$ cat src/rtl/cdr_pkg.sv
package cdr_pkg;

    localparam int CNT_W_DEF = 5;
    localparam int SYNC_DEF  = 2;
    localparam int HALF_PER_COUNT = 2;

    typedef enum logic [1:0] {
        LS_OFF    = 2'd0,
        LS_SEARCH = 2'd1,
        LS_TRACK  = 2'd2
    } loop_state_e;

    typedef enum logic {
        LM_TRACK = 1'b0,
        LM_COAST = 1'b1
    } loop_mode_e;

    typedef enum logic [1:0] {
        EC_NONE  = 2'd0,
        EC_EARLY = 2'd1,
        EC_DEAD  = 2'd2,
        EC_LATE  = 2'd3
    } edge_class_e;

    typedef struct packed {
        logic       search;
        logic       halt;
        logic       mode_wr;
        loop_mode_e mode;
    } loop_cmd_t;

    // Positions are half-counts; bound is the half-count where the nominal
    // boundary count begins. One half-count either side is tolerated.
    function automatic edge_class_e classify_edge(input int pos, input int bound,
                                                  input logic seen);
        edge_class_e c;
        if (!seen)               c = EC_NONE;
        else if (pos + 1 < bound) c = EC_EARLY;
        else if (pos <= bound)    c = EC_DEAD;
        else                      c = EC_LATE;
        return c;
    endfunction

endpackage

$ cat src/rtl/cdr_edge_det.sv
module cdr_edge_det #(
    parameter int STAGES = 2
) (
    input  logic clk,
    input  logic rst,
    input  logic din,
    input  logic en,
    output logic edge_o
);
    logic [STAGES-1:0] sync_q;
    logic              last_q;

    generate
        if (STAGES == 1) begin : g_single
            always_ff @(posedge clk) begin
                if (rst) sync_q <= '0;
                else     sync_q <= din;
            end
        end else begin : g_chain
            always_ff @(posedge clk) begin
                if (rst) sync_q <= '0;
                else     sync_q <= {sync_q[STAGES-2:0], din};
            end
        end
    endgenerate

    always_ff @(posedge clk) begin
        if (rst) last_q <= 1'b0;
        else     last_q <= sync_q[STAGES-1];
    end

    assign edge_o = en & (sync_q[STAGES-1] ^ last_q);
endmodule

$ cat src/rtl/cdr_loop_ctrl.sv
module cdr_loop_ctrl
    import cdr_pkg::*;
(
    input  logic        clk,
    input  logic        rst,
    input  loop_cmd_t   cmd,
    input  logic        data_edge,
    output loop_state_e state_q,
    output loop_mode_e  mode_q
);
    loop_state_e state_d;
    loop_mode_e  mode_d;

    always_comb begin
        state_d = state_q;
        if (cmd.halt)
            state_d = LS_OFF;
        else if (cmd.search)
            state_d = LS_SEARCH;
        else if (state_q == LS_SEARCH && data_edge)
            state_d = LS_TRACK;
    end

    always_comb begin
        mode_d = mode_q;
        if (cmd.mode_wr && state_q == LS_OFF)
            mode_d = cmd.mode;
    end

    always_ff @(posedge clk) begin
        if (rst) begin
            state_q <= LS_OFF;
            mode_q  <= LM_TRACK;
        end else begin
            state_q <= state_d;
            mode_q  <= mode_d;
        end
    end
endmodule

$ cat src/rtl/cdr_phase_ctr.sv
module cdr_phase_ctr
    import cdr_pkg::*;
#(
    parameter int CNT_W = CNT_W_DEF
) (
    input  logic             clk,
    input  logic             rst,
    input  loop_state_e      state_i,
    input  loop_mode_e       mode_i,
    input  logic             data_edge,
    output logic [CNT_W:0]   ph_q,
    output logic             samp_clk
);
    localparam int PH_W     = CNT_W + 1;
    localparam int BOUNDARY = 1 << CNT_W;
    localparam logic [PH_W-1:0] PH_BOUND   = PH_W'(BOUNDARY);
    localparam logic [PH_W-1:0] PH_SYNC    = PH_W'(BOUNDARY + 1);
    localparam logic [PH_W-1:0] PH_LAST    = {PH_W{1'b1}};
    localparam logic [PH_W-1:0] STEP_NOM   = PH_W'(1);
    localparam logic [PH_W-1:0] STEP_SHORT = PH_W'(1 + HALF_PER_COUNT);
    localparam logic [PH_W-1:0] BACK_LONG  = PH_W'(HALF_PER_COUNT - 1);

    logic [PH_W-1:0] ph_d;
    logic            fixed_q, fixed_d;
    edge_class_e     cls;

    assign cls = classify_edge(32'(ph_q), BOUNDARY, data_edge);

    always_comb begin
        ph_d    = ph_q;
        fixed_d = fixed_q;
        unique case (state_i)
            LS_SEARCH: begin
                ph_d    = data_edge ? PH_SYNC : PH_BOUND;
                fixed_d = 1'b0;
            end
            LS_TRACK: begin
                ph_d = ph_q + STEP_NOM;
                if (ph_q == PH_LAST)
                    fixed_d = 1'b0;
                if (mode_i == LM_TRACK && !fixed_q) begin
                    if (cls == EC_EARLY) begin
                        ph_d    = ph_q + STEP_SHORT;
                        fixed_d = 1'b1;
                    end else if (cls == EC_LATE) begin
                        ph_d    = ph_q - BACK_LONG;
                        fixed_d = 1'b1;
                    end
                end
            end
            default: begin
                fixed_d = 1'b0;
            end
        endcase
    end

    always_ff @(posedge clk) begin
        if (rst) begin
            ph_q    <= PH_BOUND;
            fixed_q <= 1'b0;
        end else begin
            ph_q    <= ph_d;
            fixed_q <= fixed_d;
        end
    end

    assign samp_clk = (state_i == LS_TRACK) & ~ph_q[PH_W-1];
endmodule

$ cat src/rtl/cdr_dpll.sv
module cdr_dpll
    import cdr_pkg::*;
#(
    parameter int CNT_W       = CNT_W_DEF,
    parameter int SYNC_STAGES = SYNC_DEF
) (
    input  logic clk,
    input  logic rst,
    input  logic rx_data,
    input  logic cmd_search,
    input  logic cmd_disable,
    input  logic cmd_mode_wr,
    input  logic mode_sel,
    output logic rx_clk,
    output logic tx_clk,
    output logic searching,
    output logic locked
);
    localparam int PH_W = CNT_W + 1;

    loop_cmd_t       cmd;
    loop_state_e     state_q;
    loop_mode_e      mode_q;
    logic            data_edge;
    logic [PH_W-1:0] ph_q;
    logic            samp_clk;

    assign cmd = '{search:  cmd_search,
                   halt:    cmd_disable,
                   mode_wr: cmd_mode_wr,
                   mode:    loop_mode_e'(mode_sel)};

    cdr_edge_det #(.STAGES(SYNC_STAGES)) u_edge (
        .clk    (clk),
        .rst    (rst),
        .din    (rx_data),
        .en     (state_q != LS_OFF),
        .edge_o (data_edge)
    );

    cdr_loop_ctrl u_ctrl (
        .clk       (clk),
        .rst       (rst),
        .cmd       (cmd),
        .data_edge (data_edge),
        .state_q   (state_q),
        .mode_q    (mode_q)
    );

    cdr_phase_ctr #(.CNT_W(CNT_W)) u_phase (
        .clk       (clk),
        .rst       (rst),
        .state_i   (state_q),
        .mode_i    (mode_q),
        .data_edge (data_edge),
        .ph_q      (ph_q),
        .samp_clk  (samp_clk)
    );

    assign rx_clk    = samp_clk;
    assign tx_clk    = samp_clk;
    assign searching = (state_q == LS_SEARCH);
    assign locked    = (state_q == LS_TRACK);
endmodule

$ cat config.mk
export PLATFORM = sky130hd
export DESIGN_NAME = cdr_dpll
export DESIGN_NICKNAME = d
export VERILOG_FILES = /design/src/rtl/cdr_pkg.sv /design/src/rtl/cdr_edge_det.sv /design/src/rtl/cdr_loop_ctrl.sv /design/src/rtl/cdr_phase_ctr.sv /design/src/rtl/cdr_dpll.sv
export SDC_FILE = /design/constraint.sdc
export NUM_CORES = 1
export LEC_CHECK = 0
export BUFFER_PORTS_ARGS = -buffer_cell sky130_fd_sc_hd__buf_2
export CORE_MARGIN = 8
export CORE_UTILIZATION = 40
export DETAILED_ROUTE_END_ITERATION = 6
export REMOVE_ABC_BUFFERS = 1
export SLEW_MARGIN = 20
export SYNTH_ARGS = -nofsm -noshare
export SYNTH_HDL_FRONTEND = slang
export SYNTH_HIERARCHICAL = 1
export SYNTH_SLANG_ARGS = --single-unit
$ cat constraint.sdc
create_clock -name clk -period 2.2 [get_ports clk]
set_clock_uncertainty 0.05 [all_clocks]
set_input_delay 0.44 -clock clk [delete_from_list [all_inputs] [get_ports clk]]
set_output_delay 0.44 -clock clk [all_outputs]
set_load 0.005 [all_outputs]
==> impl_metrics.toml, run 1 <==
[clocking]
clkSinkCount = 13
cts-resized-gates = 0
numCtsBuffers = 3
cts_max_level = 1
ctsHoldBuffers = 0
cts_tree = "yes"
clk_path_buf_depth = 2
path_clk_slew_ps = 90
cts_setup_buffers = 0
clock-root-buffer = "clkbuf_4"
worstSkewPairLatency_ps = 280

[grt]
grt_pass1_wl_mm = 4.17
grt_max_degree = 16
track_usage_pct = 11.3
grt.overflow.total = 0
first_global_vias = 931
antenna_found_initial = 0

[setup_path]
path_cells = "xor2_1 > and2_1 > or3b_4 > a2111oi_4 > o21ai_2 > a41oi_1 > o21bai_1"
crit_family = "simple AND/OR/NAND/NOR gates"
critPathLaunch = "u_edge/sync_q[1]$_SDFF_PP0_"
critPathSlowestCell = "or3b_4"
critPathCaptureType = "flip-flop"
cp_max_fo = 10
slowest_delay_ps = 470
reg2reg_from = "u_edge/sync_q[1]$_SDFF_PP0_"
worstSetupPathType = "reg2reg"
worstPathArrival_ps = 2100
start_kind = "flip-flop"
crit_buf_inv = 0
cp.required_ps = 2320

[yosys]
syn_area_per_cell_um2 = 8.17
synth_seq_area_share_pct = 24.1
synthAdderAreaFrac_pct = 4.64
synthesis.area_um2 = 1080
ys_warn_count = 6
synth_cell_types = 47
syn_inst = 132
synth-simple-area-share_pct = 27.1
synthMuxAreaShare_pct = 2.78
synth_top_family_by_area = "compound AO/OA/AOI/OAI gates"
synthXorXnorAreaFrac_pct = 4.87
synth_seq_cells = 13
synth-compound-area-share_pct = 28.1

[timing]
relSlewSlack_pct = 58.7
tightestPinTransition_ps = 619
finalCriticalPeriod_ps = 1980
hold_viol = 0
fmax_mhz = 505
tns_ps = 0
drv_slew = 0
grt_setup_unrepaired = "false"
fin_hold_ws_ps = 276
finalCritPeriodShare_pct = 89.9
finalSetupViolations = 0

[routing]
routed_wl_mm = 2.37
dr.pass1.iters = 4
drc = 0
drt_iter0_drc = 36
route.vias.total = 1022
routedWlPerCell_um = 13.5
drtAntennaViolNets = 0
vias_per_cell = 5.81

[floorplanning]
fp.dieW_um = 67.9
chipHeight_um = 67.9
rows = 19
dieArea_um2 = 4610
design.core.area_um2 = 2660
num_io_pins = 11
initial_core_util_pct = 40.5

[power]
p_int_w = 0.000322
clkPwrFrac_pct = 35.5
comb_power_share_pct = 7.2
vdd_drop_max_mv = 0.417
power.share.switching_pct = 23.6
switchingPower_w = 0.0000997
p_leak_nw = 0.534
powerDensity_nw_per_um2 = 350
pwr-share-seq_pct = 57.2

[placed_design]
dpl.hpwl_mm = 1.82
io_buffers = 10
gp_congestion = 0.894

[hold_path]
hp-start = "cmd_disable"
hold_class = "in2reg"

[status]
status = "completed"

[run]
drv_cap = 0

[layout]
syn2layout_area_growth_pct = 11.7
layout.nets = 157
antennaDiodeCount = 0
layout_commonest_cell = "dfxtp_1"
final_cell_mix = "dfxtp_1 (13), buf_2 (10), buf_4 (10), a21oi_1 (9)"
drive_gt1_share_pct = 22.1
-- final timing paths --
| kind | slack (ps) | endpoint | cells after the start |
|---|---|---|---|
| max | 220 | u_phase/ph_q[2]$_SDFFE_PP0P_ | 7 |
| min | 280 | u_ctrl/state_q[0]$_SDFFE_PP0P_ | 2 |
| max reg2reg | 220 | u_phase/ph_q[2]$_SDFFE_PP0P_ | 7 |
| min reg2reg | 400 | u_edge/sync_q[1]$_SDFF_PP0_ | 1 |
-- worst reg2reg max path: cells and delay by family, from the launching register on --
family	cells	cell delay [ps]
xor gates and xnor gates	1	140
AOI/OAI and AO/OA	4	660
DFF	1	340
and+or+nand+nor	2	680
-- layout make-up --
| class | count | area [um^2] |
|---|---|---|
| Multi-Input combinational cell | 102 | 731 |
| Tap cell | 31 | 38.8 |
| Clock buffer | 3 | 22.5 |
| Timing Repair Buffer | 20 | 125 |
| Fill cell | 269 | 1460 |
| Sequential cell | 13 | 260 |
| Inverter | 6 | 22.5 |
| Clock inverter | 1 | 5.00 |
-- logic make-up (layout without fill, tap and decap cells) --
family / count (synthesis) / count (layout)
AO/OA/AOI/OAI: 42 / 42
flip-flops: 13 / 13
buffers and inverters: 17 / 30
AND/OR/NAND/NOR: 47 / 47
XOR/XNOR: 6 / 6
multiplexers: 3 / 3
adder cells (fa/ha/maj): 4 / 4
-- per-stage QoR --
stage                     area, um^2  utilization (%)  cells  total power (W)  setup slack [ps]
after floorplan                 1010                -    121         0.000263               249
after global placement          1170             44.1    172         0.000276               195
after detailed placement        1170             44.1    172         0.000277               154
after CTS                       1200             45.2    176         0.000429               122
after global routing            1200             45.3    176         0.000447              93.5
final                           1200             45.3    176         0.000422               222
-- flip-flops by register name (all words and copies together), names as in the netlist --
register	cells
u_phase/fixed_q	1
u_ctrl/mode_q	1
u_phase/ph_q	6
u_ctrl/state_q	2
u_edge/sync_q	2
u_edge/last_q	1
-- cells in the mapped netlist (all sizes together) --
library cell / instances / area share, %
and4: 1 / 0.81
clkbuf: 1 / 0.35
a2111oi: 1 / 2.6
nand3: 3 / 1.4
dfxtp: 13 / 24
nor3b: 2 / 1.9
nor4: 2 / 1.2
o311ai: 1 / 0.81
and2: 2 / 1.2
inv: 6 / 2.1
o221a: 1 / 1.0
a22o: 1 / 0.81
mux2i: 3 / 2.8
a32oi: 1 / 0.81
o21bai: 2 / 1.4
o22ai: 2 / 1.2
a211oi: 1 / 0.70
a21oi: 9 / 4.2
a2bb2oi: 1 / 0.81
nor3: 3 / 1.4
a21o: 2 / 1.4
nor2b: 8 / 4.6
a21boi: 1 / 0.70
a41oi: 3 / 2.4
nor4b: 3 / 3.8
a31oi: 4 / 2.3
o21ai: 10 / 5.3
or2: 1 / 0.58
nor2: 6 / 2.1
nand2b: 3 / 1.7
a41o: 1 / 0.93
nand4: 1 / 0.58
xnor2: 4 / 3.2
or3b: 2 / 1.6
ha: 4 / 4.6
xor2: 2 / 1.6
and3: 2 / 1.2
nand3b: 1 / 0.70
o21a: 1 / 0.70
nand2: 7 / 2.4
buf: 10 / 5.9
-- routing by layer --
metal,global-route usage (%),part of all wire [%],vias to the layer above
met5,0,0,-
met4,2.81,0,0
met3,3.76,7.8,0
met2,18.6,49,38
met1,13.9,44,470
li1,-,-,514
-- power groups by stage --
stage | logic, W | registers, W | clock network, W
floorplan | 0.0000159 | 0.000247 | 0
global placement | 0.0000295 | 0.000247 | 0
detailed placement | 0.0000299 | 0.000247 | 0
CTS | 0.0000301 | 0.000241 | 0.000158
global route | 0.0000344 | 0.000242 | 0.000170
finish | 0.0000304 | 0.000241 | 0.000150
Note: power is estimated with default switching activity, not from simulation.
==> inputs of run 2 (changes only) <==
Settings changed: CTS_BUF_LIST set to sky130_fd_sc_hd__clkbuf_8 sky130_fd_sc_hd__clkbuf_16.
==> run 2 against run 1 <==
  * Via count rose by 0.20%
  * Clock-buffer cell count unchanged
  * Critical path depth did not move
  * Routed wire length grew 0.38%
  * Design area grew 1.6%
  * Combinational power about the same
  * Clock power up 43%
  * Flip-flop and latch count unchanged
  * Final cell count is the same
  * Sequential share of layout area fell by 0.33 points
  * Largest cell class unchanged
==> impl_metrics.toml, run 2 (synthesized netlist as in run 1, its figures left out) <==
[grt]
track_usage_pct = 11.4
grt.overflow.total = 0
first_global_vias = 946
grt_pass1_wl_mm = 4.22
antenna_found_initial = 0
grt_max_degree = 16

[timing]
grt_setup_unrepaired = "false"
relSlewSlack_pct = 58.0
finalCritPeriodShare_pct = 89.9
tns_ps = 0
finalCriticalPeriod_ps = 1980
tightestPinTransition_ps = 630
finalSetupViolations = 0
drv_slew = 0
fin_hold_ws_ps = 317
fmax_mhz = 505
hold_viol = 0

[power]
vdd_drop_max_mv = 0.440
power.share.switching_pct = 21.8
comb_power_share_pct = 6.2
clkPwrFrac_pct = 44.0
pwr-share-seq_pct = 49.7
p_leak_nw = 0.542
powerDensity_nw_per_um2 = 397
switchingPower_w = 0.000106
p_int_w = 0.000380

[setup_path]
critPathCaptureType = "flip-flop"
cp.depth = 7
reg2reg_depth = 7
cp_max_fo = 10
slowest_delay_ps = 470
crit_family = "simple AND/OR/NAND/NOR gates"
reg2reg_slack_ps = 220
reg2reg_from = "u_edge/sync_q[1]$_SDFF_PP0_"
start_kind = "flip-flop"
worstSetupPathType = "reg2reg"
crit_buf_inv = 0
path_cells = "xor2_1 > and2_1 > or3b_4 > a2111oi_4 > o21ai_2 > a41oi_1 > o21bai_1"
critPathSlowestCell = "or3b_4"
endpoint = "u_phase/ph_q[2]$_SDFFE_PP0P_"
r2r_end = "u_phase/ph_q[2]$_SDFFE_PP0P_"
critPathLaunch = "u_edge/sync_q[1]$_SDFF_PP0_"
worstPathArrival_ps = 2060
cp.required_ps = 2280

[layout]
layout.nets = 157
multi_input_area_um2 = 731
syn2layout_area_growth_pct = 13.5
fillCellCount = 265
drive_gt1_share_pct = 22.1
largest_register = "u_phase/ph_q"
antennaDiodeCount = 0
utilization_pct = 46.0
largest_reg_flops = 6
final_cell_mix = "dfxtp_1 (13), buf_2 (10), buf_4 (10), a21oi_1 (9)"
reg.largest.list = "u_phase/ph_q (6), u_ctrl/state_q (2), u_edge/sync_q (2)"
layout_commonest_cell = "dfxtp_1"
regArea_um2 = 260

[clocking]
numCtsBuffers = 3
worstSkewPairLatency_ps = 240
clkSinkCount = 13
cts_tree = "yes"
clock-root-buffer = "clkbuf_8"
clk_path_buf_depth = 2
cts_max_level = 1
path_clk_slew_ps = 60

[status]
status = "completed"

[routing]
vias_per_cell = 5.82
routedWlPerCell_um = 13.5
drt_iter0_drc = 38
drc = 0
drtAntennaViolNets = 0
dr.pass1.iters = 4
routed_wl_mm = 2.38
route.vias.total = 1024

[floorplanning]
initial_core_util_pct = 40.5
chipHeight_um = 67.9
design.core.area_um2 = 2660
dieArea_um2 = 4610
num_io_pins = 11
fp.dieW_um = 67.9
rows = 19

[run]
drv_cap = 0

[placed_design]
gp_congestion = 0.894
io_buffers = 10
dpl.hpwl_mm = 1.82

[hold_path]
hold_class = "in2reg"
==> run 2: changes by cell type in the layout (fill, tap and decap cells not counted) <==
| cell | delta |
|---|---|
| clkbuf_4 | -3 |
| clkbuf_8 | +3 |
==> run 2: power by group through the flow <==
stage	Clock [W]	Sequential, W	Combinational [W]
2_1_floorplan	0	0.000247	0.0000159
3_3_place_gp	0	0.000247	0.0000295
3_5_place_dp	0	0.000247	0.0000299
4_1_cts	0.000224	0.000242	0.0000301
5_1_grt	0.000238	0.000242	0.0000344
6_report	0.000214	0.000242	0.0000303
==> run 2: worst min-delay path by stage <==
stage | endpoint | start | slack [ps] | cells after the start
after floorplan | u_edge/sync_q[1]$_SDFF_PP0_ | u_edge/sync_q[0]$_SDFF_PP0_ | 360 | 1
after global placement | u_edge/sync_q[1]$_SDFF_PP0_ | u_edge/sync_q[0]$_SDFF_PP0_ | 380 | 1
after detailed placement | u_edge/sync_q[1]$_SDFF_PP0_ | u_edge/sync_q[0]$_SDFF_PP0_ | 380 | 1
after CTS | u_ctrl/state_q[0]$_SDFFE_PP0P_ | cmd_disable | 310 | 2
after global routing | u_ctrl/state_q[0]$_SDFFE_PP0P_ | cmd_disable | 330 | 2
final | u_ctrl/state_q[0]$_SDFFE_PP0P_ | cmd_disable | 320 | 2
==> run 2: routing by layer <==
layer  global-route usage (%)  up-vias  wire length [um]
met5                        0        -                 0
met4                     3.58        0                 0
met3                     3.76        0               174
met2                     19.0       39              1140
met1                     13.6      471              1070
li1                         -      514                 -
==> run 2: repair_timing <==
action,CTS,global route
hold endpoints to repair,0,0
hold buffers,0,0
resized for setup,0,1
setup endpoints to repair,0,2
buffers inserted,0,0
==> run 2: worst register-to-register path: stages (launching register included) <==
cell and delay, ps:
dfxtp_1 330, xor2_1 140, and2_1 210, or3b_4 470
a2111oi_4 310, o21ai_2 90, a41oi_1 190, o21bai_1 70
==> run 2: cell type report <==
type                    count  area share, %
inverters                   6           1.84
clock buffers               3           3.37
flip-flops and latches     13           21.3
clock inverters             1          0.409
multi-input cells         102           59.7
repair buffers             20           10.2
well taps                  31           3.17
==> run 2: stage by stage <==
step | std cells | power [W] | instance area (um^2) | worst slack [ps]
after floorplan | 121 | 0.000263 | 1010 | 249
after global placement | 172 | 0.000276 | 1170 | 195
after detailed placement | 172 | 0.000277 | 1170 | 154
after CTS | 176 | 0.000496 | 1220 | 118
after global routing | 176 | 0.000515 | 1220 | 87.6
final | 176 | 0.000486 | 1220 | 221
==> inputs of run 3 (changes only) <==
Settings changed: RECOVER_POWER set to 25.
==> run 3 against run 2 <==
  * Sequential power about the same
  * Fmax about the same
  * Clock-buffer cell count unchanged
  * Combinational power decreased by 2%
  * Critical path type unchanged
  * Critical endpoint unchanged
  * Highest routed layer unchanged
==> impl_metrics.toml, run 3 (synthesized netlist as in run 1, its figures left out) <==
[floorplanning]
design.core.area_um2 = 2660
chipHeight_um = 67.9
initial_core_util_pct = 40.5
rows = 19
fp.dieW_um = 67.9
dieArea_um2 = 4610
num_io_pins = 11

[setup_path]
crit_buf_inv = 0
cp_max_fo = 10
crit_family = "simple AND/OR/NAND/NOR gates"
reg2reg_slack_ps = 220
reg2reg_from = "u_edge/sync_q[1]$_SDFF_PP0_"
endpoint = "u_phase/ph_q[2]$_SDFFE_PP0P_"
start_kind = "flip-flop"
worstPathArrival_ps = 2060
critPathCaptureType = "flip-flop"
reg2reg_depth = 7
r2r_end = "u_phase/ph_q[2]$_SDFFE_PP0P_"
critPathSlowestCell = "or3b_4"
slowest_delay_ps = 470
cp.required_ps = 2280
critPathLaunch = "u_edge/sync_q[1]$_SDFF_PP0_"
path_cells = "xor2_1 > and2_1 > or3b_4 > a2111oi_4 > o21ai_2 > a41oi_1 > o21bai_1"
worstSetupPathType = "reg2reg"
cp.depth = 7

[clocking]
path_clk_slew_ps = 60
clock-root-buffer = "clkbuf_8"
cts_max_level = 1
clk_path_buf_depth = 2
worstSkewPairLatency_ps = 240
cts_setup_buffers = 0
cts_tree = "yes"
clkSinkCount = 13
numCtsBuffers = 3

[grt]
first_global_vias = 946
grt.overflow.total = 0
grt_pass1_wl_mm = 4.22
track_usage_pct = 11.4
grt_max_degree = 16
antenna_found_initial = 0

[routing]
routed_wl_mm = 2.39
dr.pass1.iters = 4
drt_iter0_drc = 37
routedWlPerCell_um = 13.6
drtAntennaViolNets = 0
vias_per_cell = 5.82
drc = 0
route.vias.total = 1024

[timing]
drv_slew = 0
tns_ps = 0
finalCriticalPeriod_ps = 1980
finalSetupViolations = 0
finalCritPeriodShare_pct = 90.0
worst_slack_ps = 220
fin_hold_ws_ps = 317
relSlewSlack_pct = 58.4
hold_viol = 0
tightestPinTransition_ps = 623
grt_setup_unrepaired = "false"
fmax_mhz = 505

[hold_path]
hp-start = "cmd_disable"
hold_class = "in2reg"

[layout]
finalInstanceArea_um2 = 1220
syn2layout_area_growth_pct = 12.9
utilization_pct = 45.7
drive_gt1_share_pct = 20.7
largest_reg_flops = 6
largest_register = "u_phase/ph_q"
final_cell_mix = "dfxtp_1 (13), buf_4 (10), buf_2 (9), a21oi_1 (9)"
layout.nets = 157
reg.largest.list = "u_phase/ph_q (6), u_ctrl/state_q (2), u_edge/sync_q (2)"
antennaDiodeCount = 0
layout_commonest_cell = "dfxtp_1"

[placed_design]
place_area_um2 = 1170
io_buffers = 10
dpl.hpwl_mm = 1.82
gp_congestion = 0.894
dp_slack_ps = 154

[power]
vdd_drop_max_mv = 0.439
p_leak_nw = 0.536
powerDensity_nw_per_um2 = 399

[run]
drv_cap = 0

[status]
status = "completed"
run 3: worst min-delay path by stage:
stage | cells past startpoint | slack, ps | to
6_report | 2 | 320 | u_ctrl/state_q[0]$_SDFFE_PP0P_
5_1_grt | 2 | 330 | u_ctrl/state_q[0]$_SDFFE_PP0P_
4_1_cts | 2 | 310 | u_ctrl/state_q[0]$_SDFFE_PP0P_
3_5_place_dp | 1 | 380 | u_edge/sync_q[1]$_SDFF_PP0_
3_3_place_gp | 1 | 380 | u_edge/sync_q[1]$_SDFF_PP0_
2_1_floorplan | 1 | 360 | u_edge/sync_q[1]$_SDFF_PP0_
run 3: per-layer routing:
layer  global-route usage (%)  routed length (um)  part of all wire, %
met1                     13.6                1110                   46
met2                     19.0                1130                   47
met3                     3.76                 152                  6.4
met4                     3.58                   0                    0
met5                        0                   0                    0
run 3: report_power, final:
| group | internal, W | switching [W] |
|---|---|---|
| registers | 0.000240 | 0.00000209 |
| logic | 0.0000147 | 0.0000149 |
| clock network | 0.000125 | 0.0000887 |
| total | 0.000380 | 0.000106 |
run 3: cell type report:
| cell class | count | area (um^2) |
|---|---|---|
| fill | 265 | 1450 |
| multi-input combinational | 102 | 726 |
| sequential | 13 | 260 |
| timing repair buffer | 20 | 124 |
| clock buffer | 3 | 41.3 |
| tap | 31 | 38.8 |
| inverter | 6 | 22.5 |
| clock inverter | 1 | 5.00 |
run 3: worst register-to-register path, stage by stage, from the launching register on:
cell	delay, ps
dfxtp_1	330
xor2_1	140
and2_1	210
or3b_4	470
a2111oi_4	310
o21ai_2	90
a41oi_1	190
o21bai_1	70
run 3: what timing repair did:
| action | CTS | global route |
|---|---|---|
| gates resized for setup | 0 | 1 |
| hold buffers | 0 | 0 |
| setup endpoints to repair | 0 | 2 |
run 3: through the flow:
stage / std cells / power (W)
finish: 176 / 0.000485
global route: 176 / 0.000514
CTS: 176 / 0.000496
detailed placement: 172 / 0.000277
global placement: 172 / 0.000276
floorplan: 121 / 0.000263
